## config.mk

```make
export PLATFORM = sky130hd
export DESIGN_NAME = uart_irq_loopback
export DESIGN_NICKNAME = d
export VERILOG_FILES = /design/src/rtl/uart_irq_pkg.sv /design/src/rtl/uart_irq_regs.sv /design/src/rtl/uart_irq_lines.sv /design/src/rtl/uart_irq_rdmux.sv /design/src/rtl/uart_irq_loopback.sv
export SDC_FILE = /design/constraint.sdc
export NUM_CORES = 1
export LEC_CHECK = 0
export BUFFER_PORTS_ARGS = -buffer_cell sky130_fd_sc_hd__buf_2
export CORE_MARGIN = 10
export CORE_UTILIZATION = 45
export CTS_CLUSTER_SIZE = 12
export DETAILED_ROUTE_END_ITERATION = 10
export GPL_TIMING_DRIVEN = 0
export PLACE_DENSITY = 0.8
export RECOVER_POWER = 50
export SYNTH_ARGS = -nofsm -noshare
export SYNTH_HDL_FRONTEND = slang
export SYNTH_SLANG_ARGS = --single-unit
```

## constraint.sdc

```tcl
create_clock -name clk -period 2.7 [get_ports clk]
set_clock_uncertainty 0.2 [all_clocks]
set_input_delay 0.135 -clock clk [delete_from_list [all_inputs] [get_ports clk]]
set_output_delay 0.135 -clock clk [all_outputs]
set_load 0.01 [all_outputs]
```

## src/rtl/uart_irq_pkg.sv

```systemverilog
package uart_irq_pkg;

    localparam int NUM_IRQ   = 11;
    localparam int NUM_LINES = 6;
    localparam int CTRL_W    = 5;
    localparam int MS_W      = 4;

    // raw interrupt bit positions
    localparam int IRQ_RI  = 0;
    localparam int IRQ_CTS = 1;
    localparam int IRQ_DCD = 2;
    localparam int IRQ_DSR = 3;
    localparam int IRQ_RX  = 4;
    localparam int IRQ_TX  = 5;
    localparam int IRQ_RT  = 6;

    // control bit positions
    localparam int C_LBE  = 0;
    localparam int C_DTR  = 1;
    localparam int C_RTS  = 2;
    localparam int C_OUT1 = 3;
    localparam int C_OUT2 = 4;

    typedef enum logic [2:0] {
        SEL_DATA  = 3'd0,
        SEL_CTRL  = 3'd1,
        SEL_MASK  = 3'd2,
        SEL_RAW   = 3'd3,
        SEL_MSKD  = 3'd4,
        SEL_CLEAR = 3'd5
    } reg_sel_e;

    localparam logic [NUM_IRQ-1:0] GRP_MS  = 11'h00F;
    localparam logic [NUM_IRQ-1:0] GRP_RX  = 11'h010;
    localparam logic [NUM_IRQ-1:0] GRP_TX  = 11'h020;
    localparam logic [NUM_IRQ-1:0] GRP_RT  = 11'h040;
    localparam logic [NUM_IRQ-1:0] GRP_ERR = 11'h780;

    // line index: 0 combined, 1 rx, 2 tx, 3 rt, 4 ms, 5 err
    function automatic logic [NUM_IRQ-1:0] line_mask(input int idx);
        case (idx)
            0:       line_mask = GRP_MS | GRP_RX | GRP_TX | GRP_RT | GRP_ERR;
            1:       line_mask = GRP_RX;
            2:       line_mask = GRP_TX;
            3:       line_mask = GRP_RT;
            4:       line_mask = GRP_MS;
            default: line_mask = GRP_ERR;
        endcase
    endfunction

    typedef struct packed {
        logic [NUM_IRQ-1:0] raw;
        logic [NUM_IRQ-1:0] mask;
        logic [CTRL_W-1:0]  ctrl;
        logic [MS_W-1:0]    flags;
    } irq_state_t;

endpackage

```

## src/rtl/uart_irq_regs.sv

```systemverilog
module uart_irq_regs
    import uart_irq_pkg::*;
#(
    parameter int DATA_W = 16
) (
    input  logic                clk,
    input  logic                rst_n,
    input  logic                wr_en,
    input  logic [2:0]          addr,
    input  logic [DATA_W-1:0]   wdata,
    input  logic [NUM_IRQ-1:0]  evt_set,
    input  logic [MS_W-1:0]     modem_in,
    output logic [NUM_IRQ-1:0]  raw_d,
    output logic [NUM_IRQ-1:0]  mask_d,
    output logic [NUM_IRQ-1:0]  raw_q,
    output logic [NUM_IRQ-1:0]  mask_q,
    output logic [CTRL_W-1:0]   ctrl_q,
    output logic [MS_W-1:0]     flags_q
);

    irq_state_t st_d, st_q;
    logic [MS_W-1:0] lb_levels;

    // modem flag levels a control write would loop back
    always_comb begin
        lb_levels          = '0;
        lb_levels[IRQ_RI]  = wdata[C_OUT2];
        lb_levels[IRQ_CTS] = wdata[C_RTS];
        lb_levels[IRQ_DCD] = wdata[C_OUT1];
        lb_levels[IRQ_DSR] = wdata[C_DTR];
    end

    always_comb begin
        st_d = st_q;
        if (!st_q.ctrl[C_LBE]) begin
            st_d.flags = modem_in;
        end
        if (wr_en) begin
            case (reg_sel_e'(addr))
                SEL_DATA:  st_d.raw[IRQ_TX] = 1'b1;
                SEL_CTRL: begin
                    st_d.ctrl = wdata[CTRL_W-1:0];
                    if (wdata[C_LBE]) begin
                        st_d.flags = lb_levels;
                        st_d.raw[MS_W-1:0] = lb_levels;
                    end
                end
                SEL_MASK:  st_d.mask = wdata[NUM_IRQ-1:0];
                SEL_CLEAR: st_d.raw = st_d.raw & ~wdata[NUM_IRQ-1:0];
                default: ;
            endcase
        end
        st_d.raw = st_d.raw | evt_set;
    end

    always_ff @(posedge clk or negedge rst_n) begin
        if (!rst_n) begin
            st_q <= '0;
        end else begin
            st_q <= st_d;
        end
    end

    assign raw_d   = st_d.raw;
    assign mask_d  = st_d.mask;
    assign raw_q   = st_q.raw;
    assign mask_q  = st_q.mask;
    assign ctrl_q  = st_q.ctrl;
    assign flags_q = st_q.flags;

endmodule

```

## src/rtl/uart_irq_lines.sv

```systemverilog
module uart_irq_lines
    import uart_irq_pkg::*;
(
    input  logic                  clk,
    input  logic                  rst_n,
    input  logic [NUM_IRQ-1:0]    raw_d,
    input  logic [NUM_IRQ-1:0]    mask_d,
    output logic [NUM_LINES-1:0]  lines_q
);

    logic [NUM_IRQ-1:0]   active;
    logic [NUM_LINES-1:0] lines_d;

    assign active = raw_d & mask_d;

    for (genvar gi = 0; gi < NUM_LINES; gi++) begin : g_line
        always_comb begin
            lines_d[gi] = |(active & line_mask(gi));
        end
    end

    always_ff @(posedge clk or negedge rst_n) begin
        if (!rst_n) begin
            lines_q <= '0;
        end else begin
            lines_q <= lines_d;
        end
    end

endmodule

```

## src/rtl/uart_irq_rdmux.sv

```systemverilog
module uart_irq_rdmux
    import uart_irq_pkg::*;
#(
    parameter int DATA_W = 16
) (
    input  logic [2:0]         addr,
    input  logic [NUM_IRQ-1:0] raw_q,
    input  logic [NUM_IRQ-1:0] mask_q,
    input  logic [CTRL_W-1:0]  ctrl_q,
    output logic [DATA_W-1:0]  rdata
);

    always_comb begin
        rdata = '0;
        case (reg_sel_e'(addr))
            SEL_CTRL: rdata = DATA_W'(ctrl_q);
            SEL_MASK: rdata = DATA_W'(mask_q);
            SEL_RAW:  rdata = DATA_W'(raw_q);
            SEL_MSKD: rdata = DATA_W'(raw_q & mask_q);
            default:  rdata = '0;
        endcase
    end

endmodule

```

## src/rtl/uart_irq_loopback.sv

```systemverilog
module uart_irq_loopback
    import uart_irq_pkg::*;
#(
    parameter int DATA_W = 16
) (
    input  logic                clk,
    input  logic                rst_n,
    input  logic                wr_en,
    input  logic [2:0]          addr,
    input  logic [DATA_W-1:0]   wdata,
    output logic [DATA_W-1:0]   rdata,
    input  logic [10:0]         evt_set,
    input  logic [3:0]          modem_in,
    output logic [3:0]          modem_flags,
    output logic                irq_comb,
    output logic                irq_rx,
    output logic                irq_tx,
    output logic                irq_rt,
    output logic                irq_ms,
    output logic                irq_err
);

    logic [NUM_IRQ-1:0]   raw_d, mask_d, raw_q, mask_q;
    logic [CTRL_W-1:0]    ctrl_q;
    logic [NUM_LINES-1:0] lines_q;

    uart_irq_regs #(.DATA_W(DATA_W)) u_regs (
        .clk      (clk),
        .rst_n    (rst_n),
        .wr_en    (wr_en),
        .addr     (addr),
        .wdata    (wdata),
        .evt_set  (evt_set),
        .modem_in (modem_in),
        .raw_d    (raw_d),
        .mask_d   (mask_d),
        .raw_q    (raw_q),
        .mask_q   (mask_q),
        .ctrl_q   (ctrl_q),
        .flags_q  (modem_flags)
    );

    uart_irq_lines u_lines (
        .clk     (clk),
        .rst_n   (rst_n),
        .raw_d   (raw_d),
        .mask_d  (mask_d),
        .lines_q (lines_q)
    );

    uart_irq_rdmux #(.DATA_W(DATA_W)) u_rdmux (
        .addr   (addr),
        .raw_q  (raw_q),
        .mask_q (mask_q),
        .ctrl_q (ctrl_q),
        .rdata  (rdata)
    );

    assign irq_comb = lines_q[0];
    assign irq_rx   = lines_q[1];
    assign irq_tx   = lines_q[2];
    assign irq_rt   = lines_q[3];
    assign irq_ms   = lines_q[4];
    assign irq_err  = lines_q[5];

endmodule

```

Word level (Yosys, flattened, before mapping). Cells that the tools add are included.

Bitwise logic cells: 5. Equality and inequality tests: 5. Multiplexer cells: 11. Reductions and logical operators: 5.

Operators by type and width (count): $pmux 16 s4 (1); $and 11x11->11 (3); $mux 31 (1); $mux 4 (3); $mux 11 (1); $not 11->11 (1); $or 11x11->11 (1); $reduce_or 11->1 (1); $mux 9 (1); $pmux 4 s2 (1); $reduce_or 4->1 (2); $eq 3x2->1 const B (2); $eq 3x3->1 const B (2); $mux 5 (1); $eq 3x1->1 const B (1); $logic_not 3->1 (1); $pmux 1 s2 (1); $reduce_and 2->1 (1); $mux 1 (1).

Word-level logic and storage cells: 31. Flip-flop bits (word level): 37. Bits of input ports: 37. Output and inout bits: 26.

Depth between registers and ports, before layout. Gate-level depths: netlist of the first run.

Depth after elaboration: 7. Gate-level depth with buffers: 6. Gate-level depth less buffers: 5.

Hierarchy. A second synthesis of the first run with hierarchy kept.

Cell total of the unflattened synthesis: 192. Area, all modules: 2143.3 um^2.

Modules (own cells, without submodules): uart_irq_regs (cells each 121, sequential area each 775.7 um^2, area each 1539.0 um^2, times used 1); uart_irq_rdmux (cells each 54, sequential area each 0.0 um^2, area each 374.1 um^2, times used 1); uart_irq_lines (cells each 17, sequential area each 150.1 um^2, area each 230.2 um^2, times used 1).

Least setup slack after synthesis of the first run. Ideal clock, no wire load.

Path kind: input port to flip-flop. From: input port addr[2]. To: register u_lines.lines_q[0]. Setup slack: 342 ps. Arrival time: 2027 ps. Data required time: 2369 ps. Buffers on the path: 1. Cell stages on the path: 6. Cells stage by stage: nor4bb_1 buf_6 mux2_4 a21boi_1 or4_1 or3_1.

Elaborated cells between the ends (all ways): 13.

RTL lines: from (decl) (line uart_irq_loopback.sv:9) `input logic [2:0] addr,`; $eq 3x2->1 (line uart_irq_regs.sv:39) `case (reg_sel_e'(addr))`; $mux 11 (line uart_irq_regs.sv:39); $mux 31 (line uart_irq_regs.sv:38) `if (wr_en) begin`; net mask_d[1] (line uart_irq_loopback.sv:23) `logic [NUM_IRQ-1:0] raw_d, mask_d, raw_q, mask_q;`; $and 11x11->11 (line uart_irq_lines.sv:14) `assign active = raw_d & mask_d;`; $reduce_or 11->1 (line uart_irq_lines.sv:18) `lines_d[gi] = |(active & line_mask(gi));`; net u_lines.lines_d[0] (line uart_irq_lines.sv:12) `logic [NUM_LINES-1:0] lines_d;`; to (signal assigned) (line uart_irq_lines.sv:26) `lines_q <= lines_d;`; to (decl) (line uart_irq_lines.sv:8) `output logic [NUM_LINES-1:0] lines_q`.

The timed path passes the listed nets, and every way through them passes these cells. A chain may end at the register's enable or synchronous reset.

Worst setup path in the final report of the first run.
From: input port wdata[0]. To: register u_lines.lines_q[0].

Cells in the longest elaborated chain, start to end: 7. Elaborated cells between the ends (all ways): 9.

RTL lines: from (decl) (line uart_irq_loopback.sv:10) `input logic [DATA_W-1:0] wdata,`; $not 11->11 (line uart_irq_regs.sv:49) `SEL_CLEAR: st_d.raw = st_d.raw & ~wdata[NUM_IRQ-1:0];`; $and 11x11->11 (line uart_irq_regs.sv:49); $pmux 4 s2 (line uart_irq_regs.sv:39); $mux 31 * (line uart_irq_regs.sv:38); $or 11x11->11 (line uart_irq_regs.sv:53) `st_d.raw = st_d.raw | evt_set;`; $and 11x11->11 * (line uart_irq_lines.sv:14); $reduce_or 11->1 * (line uart_irq_lines.sv:18); net u_lines.lines_d[0] (line uart_irq_lines.sv:12).

The timed path passes the listed nets; every way through them passes the cells marked *.

==> results of run 1 <==
==> cell families (layout without fill, tap and decap cells) <==
family / Yosys count / after routing / synth area share, %
buffers and inverters: 18 / 112 / 5.056
AOI/OAI and AO/OA: 45 / 45 / 14.77
other: 1 / 6 / 0.1968
muxes: 31 / 31 / 17.40
DFF: 37 / 37 / 48.59
and+or+nand+nor: 53 / 53 / 13.99
==> layer usage <==
layer	track usage (%)	up-vias	routed length [µm]
met5	0	-	0
met4	8.982	0	206
met3	3.728	19	305
met2	26.63	68	2883
met1	17.27	865	2316
li1	-	854	-
==> layout make-up <==
type	count	area, µm²	share of cell area, %
antenna	1	2.502	0.09363
buffer	12	73.82	2.762
clock buffer	7	96.34	3.605
clock inverter	1	5.005	0.1873
inverter	6	22.52	0.8427
multi-input combinational	134	898.4	33.61
sequential	37	925.9	34.64
tap	50	62.56	2.341
timing repair buffer	86	585.6	21.91
==> per-stage QoR <==
stage	cells	util, %	area [µm²]	hold slack, ps
finish	334	65.86	2673	97.53
global placement	291	55.29	2243	53.29
floorplan	189	-	1921	-360.6
detailed placement	291	55.29	2243	64.67
global route	334	65.86	2673	109.2
CTS	333	66.17	2685	87.75
==> power breakdown <==
| group | internal (mW) | switching (mW) | total (mW) |
|---|---|---|---|
| registers | 0.638 | 0.0484 | 0.686 |
| logic | 0.189 | 0.198 | 0.387 |
| clock network | 0.231 | 0.194 | 0.425 |
| total | 1.06 | 0.441 | 1.50 |
==> sequential cells by signal, summed over array words and instances (netlist names) <==
signal and count:
u_regs.mask_q 11, u_regs.raw_q 11, u_lines.lines_q 6, u_regs.ctrl_q 5, u_regs.flags_q 4
==> worst max-delay path by stage <==
| stage | from | endpoint | slack, ps | cells after the start |
|---|---|---|---|---|
| after CTS | addr[2] | u_lines.lines_q[0]$_DFF_PN0_ | 370 | 7 |
| after global placement | addr[2] | u_lines.lines_q[0]$_DFF_PN0_ | 70 | 7 |
| after global routing | wdata[0] | u_lines.lines_q[0]$_DFF_PN0_ | 150 | 7 |
| after floorplan | addr[2] | u_lines.lines_q[0]$_DFF_PN0_ | 340 | 6 |
| after detailed placement | addr[2] | u_lines.lines_q[0]$_DFF_PN0_ | 70 | 7 |
| final | wdata[0] | u_lines.lines_q[0]$_DFF_PN0_ | 210 | 7 |
==> worst max-delay path: stages <==
cell,delay (ps)
dlygate4sd3_1,540
clkbuf_1,190
nor2b_1,220
a31oi_1,290
a21boi_1,140
or4_1,560
or3_1,390
==> layout by cell type, fill, tap and decap left out, types with 2 or more instances in the layout <==
cell type	instances
a21boi_1	5
o21ai_0	5
nand2b_1	5
o22a_1	3
dfrtp_1	37
clkbuf_8	7
o22ai_1	10
mux2i_1	17
mux2_2	2
dlygate4sd3_1	34
or3_1	2
buf_4	5
nand2_1	22
inv_1	5
nor2_1	7
buf_2	41
a21o_1	2
nand3_1	5
nor2b_1	3
mux2_1	11
clkbuf_1	16
o21ai_1	8
a21oi_1	5
a31oi_1	5
conb_1	5
==> flow_metrics.env, run 1 <==
export IMPL_status="complete, no violations"
export IMPL_worstSetupPathType="primary input to flop"
export IMPL_wire_length_of_the_first_global_routing_pass_um=9170
export IMPL_critical_path_startpoint_type="primary input"
export IMPL_tritoncts_num_buffers=5
export IMPL_synthDistinctLibCells=37
export IMPL_firstDrtPassIters=4
export IMPL_synth_top_cells_by_area="dfrtp_1 (49%), mux2i_1 (8.9%), mux2_1 (5.9%), nand2_1 (4.3%), o22ai_1 (3.3%)"
export IMPL_root_buffer="clkbuf_8"
export IMPL_port_buffers=52
export IMPL_cts_setup_buffers=0
export IMPL_routed_via_count=1806
export IMPL_r2r_cells=4
export IMPL_chipWidth_um=85.08
export IMPL_timing_final_hold_violations=0
export IMPL_final_max_slew_violation_count=0
export IMPL_slew_headroom_pct=39.88
export IMPL_fin_total_pwr_mw=1.498
export IMPL_track_usage_pct=15.62
export IMPL_yosysSeqAreaShare_pct=48.59
export IMPL_ys_warn_count=0
export IMPL_post_route_period_util_pct=92.23
export IMPL_drtIter0Drc=163
export IMPL_timing_critical_path_fanout_max=6
export IMPL_clock_latency_late_sink_ps=290
export IMPL_irDropWorstVdd_mv=0.3560
export IMPL_worstReg2RegEnd="u_lines.lines_q[0]$_DFF_PN0_"
export IMPL_cap_viol_max_count=0
export IMPL_tritoncts_num_sinks=37
export IMPL_floorplan_rows=23
export IMPL_report_final_setup_viol=0
export IMPL_worstHoldEndpoint="u_regs.mask_q[0]$_DFF_PN0_"
export IMPL_final_weighted_congestion_in_routability_driven_placement=0.8519
export IMPL_timing_critical_path_to_type="flop"
export IMPL_grt_start_max_net_pins=38
export IMPL_clock_tree_from_tritoncts="yes"
export IMPL_timing_final_ws_setup_ps=209.8
export IMPL_cell_area_after_synthesis_um2=1906
export IMPL_htree_num_levels=2
export IMPL_die_height_um=85.08
export IMPL_drt_wirelength_per_cell_um=17.10
export IMPL_drive_above_1_share_pct=21.20
export IMPL_critPathArrivalTime_ps=2460
export IMPL_synth_enable_flop_cells=0
export IMPL_power_per_cell_area_nw_per_um2=560.5
export IMPL_i_o_pins=63
export IMPL_synthMostInstantiatedCell="dfrtp_1"
export IMPL_design_die_area_um2=7238
export IMPL_regToRegSetupSlack_ps=610
export IMPL_postSynthRegisterBits=37
export IMPL_drt_antenna_violating_nets=0
export IMPL_initial_antenna_violation_count=1
export IMPL_async_flop_share_pct=100.0
export IMPL_required_ps=2670
export IMPL_tightestPinTransition_ps=901.9
export IMPL_cts_repair_resize_count=0
export IMPL_synthTopCellsByCount="dfrtp_1 (37), nand2_1 (22), mux2i_1 (17)"
export IMPL_num_nets_final=319
export IMPL_max_freq_mhz=401.6
export IMPL_synth_main_ff_cell="dfrtp_1"
export IMPL_synth_largest_area_cell="dfrtp_1"
export IMPL_overall_overflow_remaining_after_global_route=0
export IMPL_netlist_area_leader_share_pct=48.59
export IMPL_fill_cells=309
export IMPL_leakage_nw=1.201
export IMPL_critical_path_reg2reg_startpoint="u_regs.mask_q[1]$_DFF_PN0_"
export IMPL_fp_coreArea_um2=4058
export IMPL_clk_pin_slew_ps=70
export IMPL_setup_total_negative_slack_ps=0
export IMPL_drt_total_wl_um=5711
export IMPL_grt_pass1_vias=1903
export IMPL_rsz_0062_raised_after_global_routing="no"
export IMPL_final_hpwl_from_detailed_placement_um=3673
export IMPL_max_clock_path_buffers=2
export IMPL_syn_avg_cell_area_um2=10.30
export IMPL_detail_route_vias_per_cell=5.407
export IMPL_synthCells=185
export IMPL_worstHoldPathType="primary input to flop"
export IMPL_period_minus_slack_ps=2490
export IMPL_hold_start="addr[2]"
export IMPL_worst_hold_path_num_cells=3
export IMPL_place_ws_ps=67.24
export IMPL_starting_density_of_the_core_pct=46.96
export IMPL_drt_drc_violations_left=0
export IMPL_cts_hold_buf=34
export IMPL_syn_to_final_growth_pct=40.25
Note: power is estimated with default switching activity, not from simulation.
==> run 2: changes to the inputs <==
--- a/config.mk
+++ b/config.mk
@@ -6,7 +6,7 @@
 export NUM_CORES = 1
 export LEC_CHECK = 0
 export BUFFER_PORTS_ARGS = -buffer_cell sky130_fd_sc_hd__buf_2
-export CORE_MARGIN = 10
+export CORE_MARGIN = 2
 export CORE_UTILIZATION = 45
 export CTS_CLUSTER_SIZE = 12
 export DETAILED_ROUTE_END_ITERATION = 10
==> run 2 against run 1 <==
Compared with the run above:
- the flow now finishes with violations (max-capacitance violations, max-slew violations)
- count of clock-buffer cells in the layout decreased by 2
- sequential cell count unchanged
- setup slack improved by 42 ps
- routed wire length decreased by 7.5%
- fmax increased by 1.7%
- worst hold slack improved by 2.0 ps
- cell area increased by 0.37%
- via count increased by 0.89%
- first-iteration DRC count decreased by 20%
- cell count decreased by 0.30%
==> flow_metrics.env, run 2 (same netlist as run 1, synthesis figures left out) <==
export IMPL_antenna_cells=0
export IMPL_track_usage_pct=23.70
export IMPL_drt_drc_violations_left=0
export IMPL_worstSetupPathType="primary input to flop"
export IMPL_clock_latency_late_sink_ps=290
export IMPL_drt_total_wl_um=5283
export IMPL_final_hpwl_from_detailed_placement_um=3352
export IMPL_num_nets_final=320
export IMPL_drt_wirelength_per_cell_um=15.86
export IMPL_starting_density_of_the_core_pct=47.30
export IMPL_timing_critical_path_to_type="flop"
export IMPL_overall_overflow_remaining_after_global_route=0
export IMPL_htree_num_levels=2
export IMPL_critPathArrivalTime_ps=2420
export IMPL_required_ps=2670
export IMPL_timing_critical_path_fanout_max=10
export IMPL_grt_pass1_vias=1909
export IMPL_timing_final_hold_violations=0
export IMPL_critical_path_startpoint_type="primary input"
export IMPL_worstHoldPathType="primary input to flop"
export IMPL_mostFrequentLayoutCell="buf_2"
export IMPL_die_height_um=69.08
export IMPL_detail_route_vias_per_cell=5.471
export IMPL_initial_antenna_violation_count=0
export IMPL_syn_to_final_growth_pct=40.77
export IMPL_clock_tree_from_tritoncts="yes"
export IMPL_slew_headroom_pct=-31.71
export IMPL_max_freq_mhz=408.5
export IMPL_status="finished with violations"
export IMPL_mostFrequentLayoutCells="buf_2 (42), dfrtp_1 (37), dlygate4sd3_1 (35)"
export IMPL_drt_antenna_violating_nets=0
export IMPL_fp_coreArea_um2=4029
export IMPL_cap_viol_max_count=1
export IMPL_wire_length_of_the_first_global_routing_pass_um=9121
export IMPL_port_buffers=52
export IMPL_routed_via_count=1822
export IMPL_final_max_slew_violation_count=38
export IMPL_layout_cell_area_non_filler_um2=2683
export IMPL_violations="max-capacitance violations, max-slew violations"
export IMPL_post_route_period_util_pct=90.68
export IMPL_period_minus_slack_ps=2448
export IMPL_postPlaceCellArea_um2=2243
export IMPL_clk_pin_slew_ps=70
export IMPL_grt_start_max_net_pins=38
export IMPL_tightestPinTransition_ps=1976
export IMPL_fin_hold_ws_ps=99.52
export IMPL_power_per_cell_area_nw_per_um2=573.1
export IMPL_i_o_pins=63
export IMPL_max_clock_path_buffers=2
export IMPL_tritoncts_num_sinks=37
export IMPL_chipWidth_um=69.08
export IMPL_report_final_setup_viol=0
export IMPL_root_buffer="clkbuf_8"
export IMPL_firstDrtPassIters=4
export IMPL_design_die_area_um2=4771
export IMPL_fin_total_pwr_mw=1.537
export IMPL_leakage_nw=1.207
export IMPL_final_weighted_congestion_in_routability_driven_placement=0.8581
export IMPL_tritoncts_num_buffers=5
export IMPL_setup_total_negative_slack_ps=0
export IMPL_irDropWorstVdd_mv=0.4399
export IMPL_rsz_0062_raised_after_global_routing="no"
export IMPL_floorplan_rows=23
export IMPL_drive_above_1_share_pct=20.85
export IMPL_drtIter0Drc=130
export IMPL_cts_repair_resize_count=0
==> run 2: cell types whose count changed in the layout (fill, tap and decap cells not counted), sizes merged <==
cell         previous run  this run
clkbuf                 24        21
buf                    47        48
bufinv                  0         1
diode                   1         0
dlygate4sd3            34        35
==> run 2: stage by stage <==
| step | instances | util, % | setup WS (ps) |
|---|---|---|---|
| finish | 333 | 66.58 | 251.7 |
| global route | 333 | 66.58 | 102.7 |
| CTS | 333 | 66.96 | 223.5 |
| detailed placement | 291 | 55.68 | -86.20 |
| global placement | 291 | 55.68 | -6.640 |
| floorplan | 189 | - | 341.6 |
==> run 2: path summary, 6_finish.rpt <==
path / start / end / slack, ps / cells past startpoint
max in group asynchronous: rst_n / u_regs.ctrl_q[4]$_DFFE_PN0P_ / 430 / 2
min in group asynchronous: rst_n / u_regs.flags_q[3]$_DFF_PN0_ / 740 / 2
max: addr[2] / u_lines.lines_q[0]$_DFF_PN0_ / 250 / 7
min: addr[2] / u_regs.mask_q[0]$_DFF_PN0_ / 100 / 3
min reg2reg: u_regs.ctrl_q[2]$_DFFE_PN0P_ / u_regs.ctrl_q[2]$_DFFE_PN0P_ / 280 / 1
max reg2reg: u_regs.mask_q[0]$_DFF_PN0_ / u_lines.lines_q[0]$_DFF_PN0_ / 590 / 4
==> run 2: layout make-up <==
cell class,instances,area [µm²]
multi-input cells,134,898.4
plain buffers,12,73.82
well taps,50,62.56
fillers,319,1346
flip-flops and latches,37,925.9
clock buffers,5,68.82
inverters,6,22.52
clock inverters,2,35.03
repair buffers,87,595.6
==> run 2: what timing repair did <==
action	CTS	global route
setup endpoints to repair	0	0
hold endpoints to repair	68	0
setup buffers	0	0
hold buffers	35	0
==> run 2: critical path: stages <==
cell,delay [ps]
buf_2,130
nor4bb_1,500
buf_6,250
mux2_1,360
a21boi_1,140
or4_1,520
or3_1,390
==> run 2: metal layers <==
layer	up-vias	share of wire [%]	global-route usage (%)
li1	851	-	-
met1	884	40	29.18
met2	72	51	40.60
met3	15	6.8	6.579
met4	0	2.1	6.754
met5	-	0	0
==> run 2: report_power, final <==
group          internal (mW)  total, mW  switching, mW
Sequential             0.638      0.684         0.0466
Clock                  0.268      0.464          0.196
Combinational          0.193      0.389          0.196
Total                   1.10       1.54          0.438
==> run 3: changes to the inputs <==
--- a/config.mk
+++ b/config.mk
@@ -5,6 +5,7 @@
 export SDC_FILE = /design/constraint.sdc
 export NUM_CORES = 1
 export LEC_CHECK = 0
+export ABC_AREA = 1
 export BUFFER_PORTS_ARGS = -buffer_cell sky130_fd_sc_hd__buf_2
 export CORE_MARGIN = 2
 export CORE_UTILIZATION = 45
@@ -13,6 +14,7 @@
 export GPL_TIMING_DRIVEN = 0
 export PLACE_DENSITY = 0.8
 export RECOVER_POWER = 50
+export SLEW_MARGIN = 10
 export SYNTH_ARGS = -nofsm -noshare
 export SYNTH_HDL_FRONTEND = slang
 export SYNTH_SLANG_ARGS = --single-unit
==> run 3 against run 2 <==
Compared with the run above:
- the flow finishes with violations (negative hold slack)
- sequential share of layout area increased by 0.15 points
- utilization decreased by 4.4 points
- power decreased by 7.3%
- routed wire length increased by 9.3%
- sequential cell count unchanged
- count of clock-buffer cells in the layout increased by 3
- cell area decreased by 0.42%
- non-clock buffer count decreased by 5
- clock power decreased by 22%
- global-route usage increased by 0.97 points
==> flow_metrics.env, run 3 <==
export IMPL_status="finished with violations"
export IMPL_violations="negative hold slack"
export IMPL_hold_start="modem_in[0]"
export IMPL_floorplan_rows=24
export IMPL_clock_latency_late_sink_ps=280
export IMPL_worst_hold_path_num_cells=3
export IMPL_critical_path_reg2reg_startpoint="u_regs.ctrl_q[0]$_DFFE_PN0P_"
export IMPL_timing_critical_path_to_type="flop"
export IMPL_max_freq_mhz=451.6
export IMPL_final_util_pct=62.21
export IMPL_track_usage_pct=24.67
export IMPL_grt_pass1_vias=2064
export IMPL_design_die_area_um2=4957
export IMPL_drive_above_1_share_pct=18.05
export IMPL_syn_to_final_growth_pct=34.62
export IMPL_async_flop_share_pct=100.0
export IMPL_synthMostInstantiatedCell="nand2_1"
export IMPL_postPlaceCellArea_um2=2320
export IMPL_grt_start_max_net_pins=38
export IMPL_fp_coreArea_um2=4294
export IMPL_cts_repair_resize_count=0
export IMPL_clock_tree_from_tritoncts="yes"
export IMPL_fill_cells=371
export IMPL_tightestPinTransition_ps=894.1
export IMPL_critical_path_startpoint_type="primary input"
export IMPL_cap_viol_max_count=0
export IMPL_report_final_setup_viol=0
export IMPL_cell_area_after_synthesis_um2=1984
export IMPL_overall_overflow_remaining_after_global_route=0
export IMPL_worstReg2RegEnd="u_regs.flags_q[1]$_DFF_PN0_"
export IMPL_wire_length_of_the_first_global_routing_pass_um=9556
export IMPL_worstHoldEndpoint="u_regs.flags_q[0]$_DFF_PN0_"
export IMPL_irDropWorstVdd_mv=0.4668
export IMPL_rsz_0062_raised_after_global_routing="no"
export IMPL_slew_headroom_pct=40.39
export IMPL_timing_critical_path_fanout_max=7
export IMPL_i_o_pins=63
export IMPL_mostFrequentLayoutCells="nand2_1 (86), dfrtp_1 (37), inv_1 (34), buf_2 (34), dlygate4sd3_1 (33)"
export IMPL_chipWidth_um=70.41
export IMPL_fin_hold_ws_ps=-32.13
export IMPL_drt_antenna_violating_nets=0
export IMPL_max_clock_path_buffers=2
export IMPL_htree_num_levels=2
export IMPL_layout_cell_area_non_filler_um2=2671
export IMPL_final_max_slew_violation_count=0
export IMPL_placed_cells=360
export IMPL_port_buffers=51
export IMPL_synth_enable_flop_cells=0
export IMPL_clk_pin_slew_ps=60
export IMPL_final_weighted_congestion_in_routability_driven_placement=0.8427
export IMPL_detail_route_vias_per_cell=5.212
export IMPL_setup_total_negative_slack_ps=0
export IMPL_tritoncts_num_sinks=37
export IMPL_yosysSeqAreaShare_pct=46.66
export IMPL_synthTopCellsByCount="nand2_1 (83), dfrtp_1 (37), inv_1 (34)"
export IMPL_drt_wirelength_per_cell_um=14.40
export IMPL_netlist_area_leader_share_pct=46.66
export IMPL_regToRegSetupSlack_ps=890
export IMPL_starting_density_of_the_core_pct=46.21
export IMPL_leakage_nw=1.413
export IMPL_num_nets_final=385
export IMPL_timing_final_hold_violations=1
export IMPL_power_per_cell_area_nw_per_um2=533.6
export IMPL_timing_critical_path_cells="dlygate4sd3_1 -> clkbuf_1 -> inv_1 -> nor2_1 -> inv_1 -> nor2_1 -> a31oi_1 -> dlygate4sd3_1"
export IMPL_worst_path_max_delay_cell="dlygate4sd3_1"
export IMPL_drt_total_wl_um=5776
export IMPL_drt_drc_violations_left=0
export IMPL_critical_path_max_stage_delay_ps=580
export IMPL_worstHoldPathType="primary input to flop"
export IMPL_synthCells=253
export IMPL_synth_largest_area_cell="dfrtp_1"
export IMPL_count_of_placed_standard_cells_in_the_final_layout_fillers_left_out=401
export IMPL_period_minus_slack_ps=2214
export IMPL_post_route_period_util_pct=82.02
export IMPL_firstDrtPassIters=5
export IMPL_routed_via_count=2090
export IMPL_worstSetupPathType="primary input to flop"
export IMPL_postSynthRegisterBits=37
export IMPL_critPathArrivalTime_ps=2170
export IMPL_synthDistinctLibCells=29
export IMPL_mostFrequentLayoutCell="nand2_1"
export IMPL_tritoncts_num_buffers=5
export IMPL_r2r_cells=4
export IMPL_syn_avg_cell_area_um2=7.843
export IMPL_final_hpwl_from_detailed_placement_um=3505
export IMPL_synth_top_cells_by_area="dfrtp_1 (47%), nand2_1 (16%), inv_1 (6.4%), o21ai_0 (5.3%), nand3_1 (3.3%)"
export IMPL_initial_antenna_violation_count=0
export IMPL_antenna_cells=0
export IMPL_required_ps=2650
export IMPL_die_height_um=70.41
export IMPL_root_buffer="clkbuf_8"
export IMPL_drtIter0Drc=136
export IMPL_cts_setup_buffers=0
export IMPL_ys_warn_count=0
export IMPL_synth_main_ff_cell="dfrtp_1"
run 3: cell count changes in the layout (fill, tap and decap cells not counted), moves of 8 or more:
cell,delta
inv_1,+29
buf_2,-8
nand3_1,+10
o21ai_0,+18
mux2i_1,-16
nand2_1,+64
mux2_1,-11
o22ai_1,-10
run 3: layout make-up:
class | count | area, µm² | area share [%]
multi-input combinational | 174 | 824.5 | 30.87
tap | 52 | 65.06 | 2.436
sequential | 37 | 925.9 | 34.66
timing repair buffer | 84 | 565.5 | 21.17
buffer | 10 | 73.82 | 2.763
clock buffer | 8 | 80.08 | 2.998
inverter | 36 | 136.4 | 5.105
run 3: power breakdown:
part	total [mW]	switching [mW]	leakage (nW)	internal, mW
Clock	0.364	0.180	0.0395	0.183
Combinational	0.376	0.217	0.961	0.158
Sequential	0.686	0.0506	0.412	0.635
run 3: worst max-delay path by stage:
stage,to,slack [ps],from,cells past startpoint
after floorplan,u_lines.lines_q[0]$_DFF_PN0_,1320,addr[0],13
after global placement,rdata[0],810,addr[2],6
after detailed placement,rdata[0],800,addr[2],6
after CTS,u_regs.flags_q[3]$_DFF_PN0_,690,wdata[0],8
after global routing,u_regs.flags_q[1]$_DFF_PN0_,370,wdata[0],8
final,u_regs.flags_q[1]$_DFF_PN0_,490,wdata[0],8
run 3: worst max-delay path: cells and delay by family:
family                 cells  cell delay [ps]
AO/OA/AOI/OAI              1               70
AND/OR/NAND/NOR            2              350
buffers and inverters      5             1610
run 3: metrics by stage:
step | worst slack (ps) | power (mW)
after floorplan | 1319 | 0.8951
after global placement | 812.8 | 1.019
after detailed placement | 798.5 | 1.031
after CTS | 692.3 | 1.430
after global routing | 371.6 | 1.501
final | 485.6 | 1.425
run 3: logic make-up (layout without fill, tap and decap cells):
| logic type | after synthesis | count (layout) | synth area share, % |
|---|---|---|---|
| AND/OR/NAND/NOR | 131 | 131 | 30.33 |
| buffers and inverters | 46 | 138 | 10.84 |
| AO/OA/AOI/OAI | 37 | 37 | 11.48 |
| flip-flops | 37 | 37 | 46.66 |
| other | 1 | 5 | 0.1890 |
| multiplexers | 1 | 1 | 0.5044 |
run 3: timing repair:
| item | 4_1_cts | 5_1_grt |
|---|---|---|
| hold buffers | 33 | 0 |
| endpoints found under the setup margin | 0 | 0 |
| endpoints found under the hold margin | 65 | 0 |
run 3: metal layers:
| metal | GRT usage [%] | up-vias | part of all wire, % |
|---|---|---|---|
| met1 | 31.14 | 957 | 39 |
| met4 | 12.61 | 0 | 4.2 |
| met3 | 4.762 | 28 | 7.9 |
| li1 | - | 982 | - |
| met5 | 0 | - | 0 |
| met2 | 40.15 | 123 | 49 |
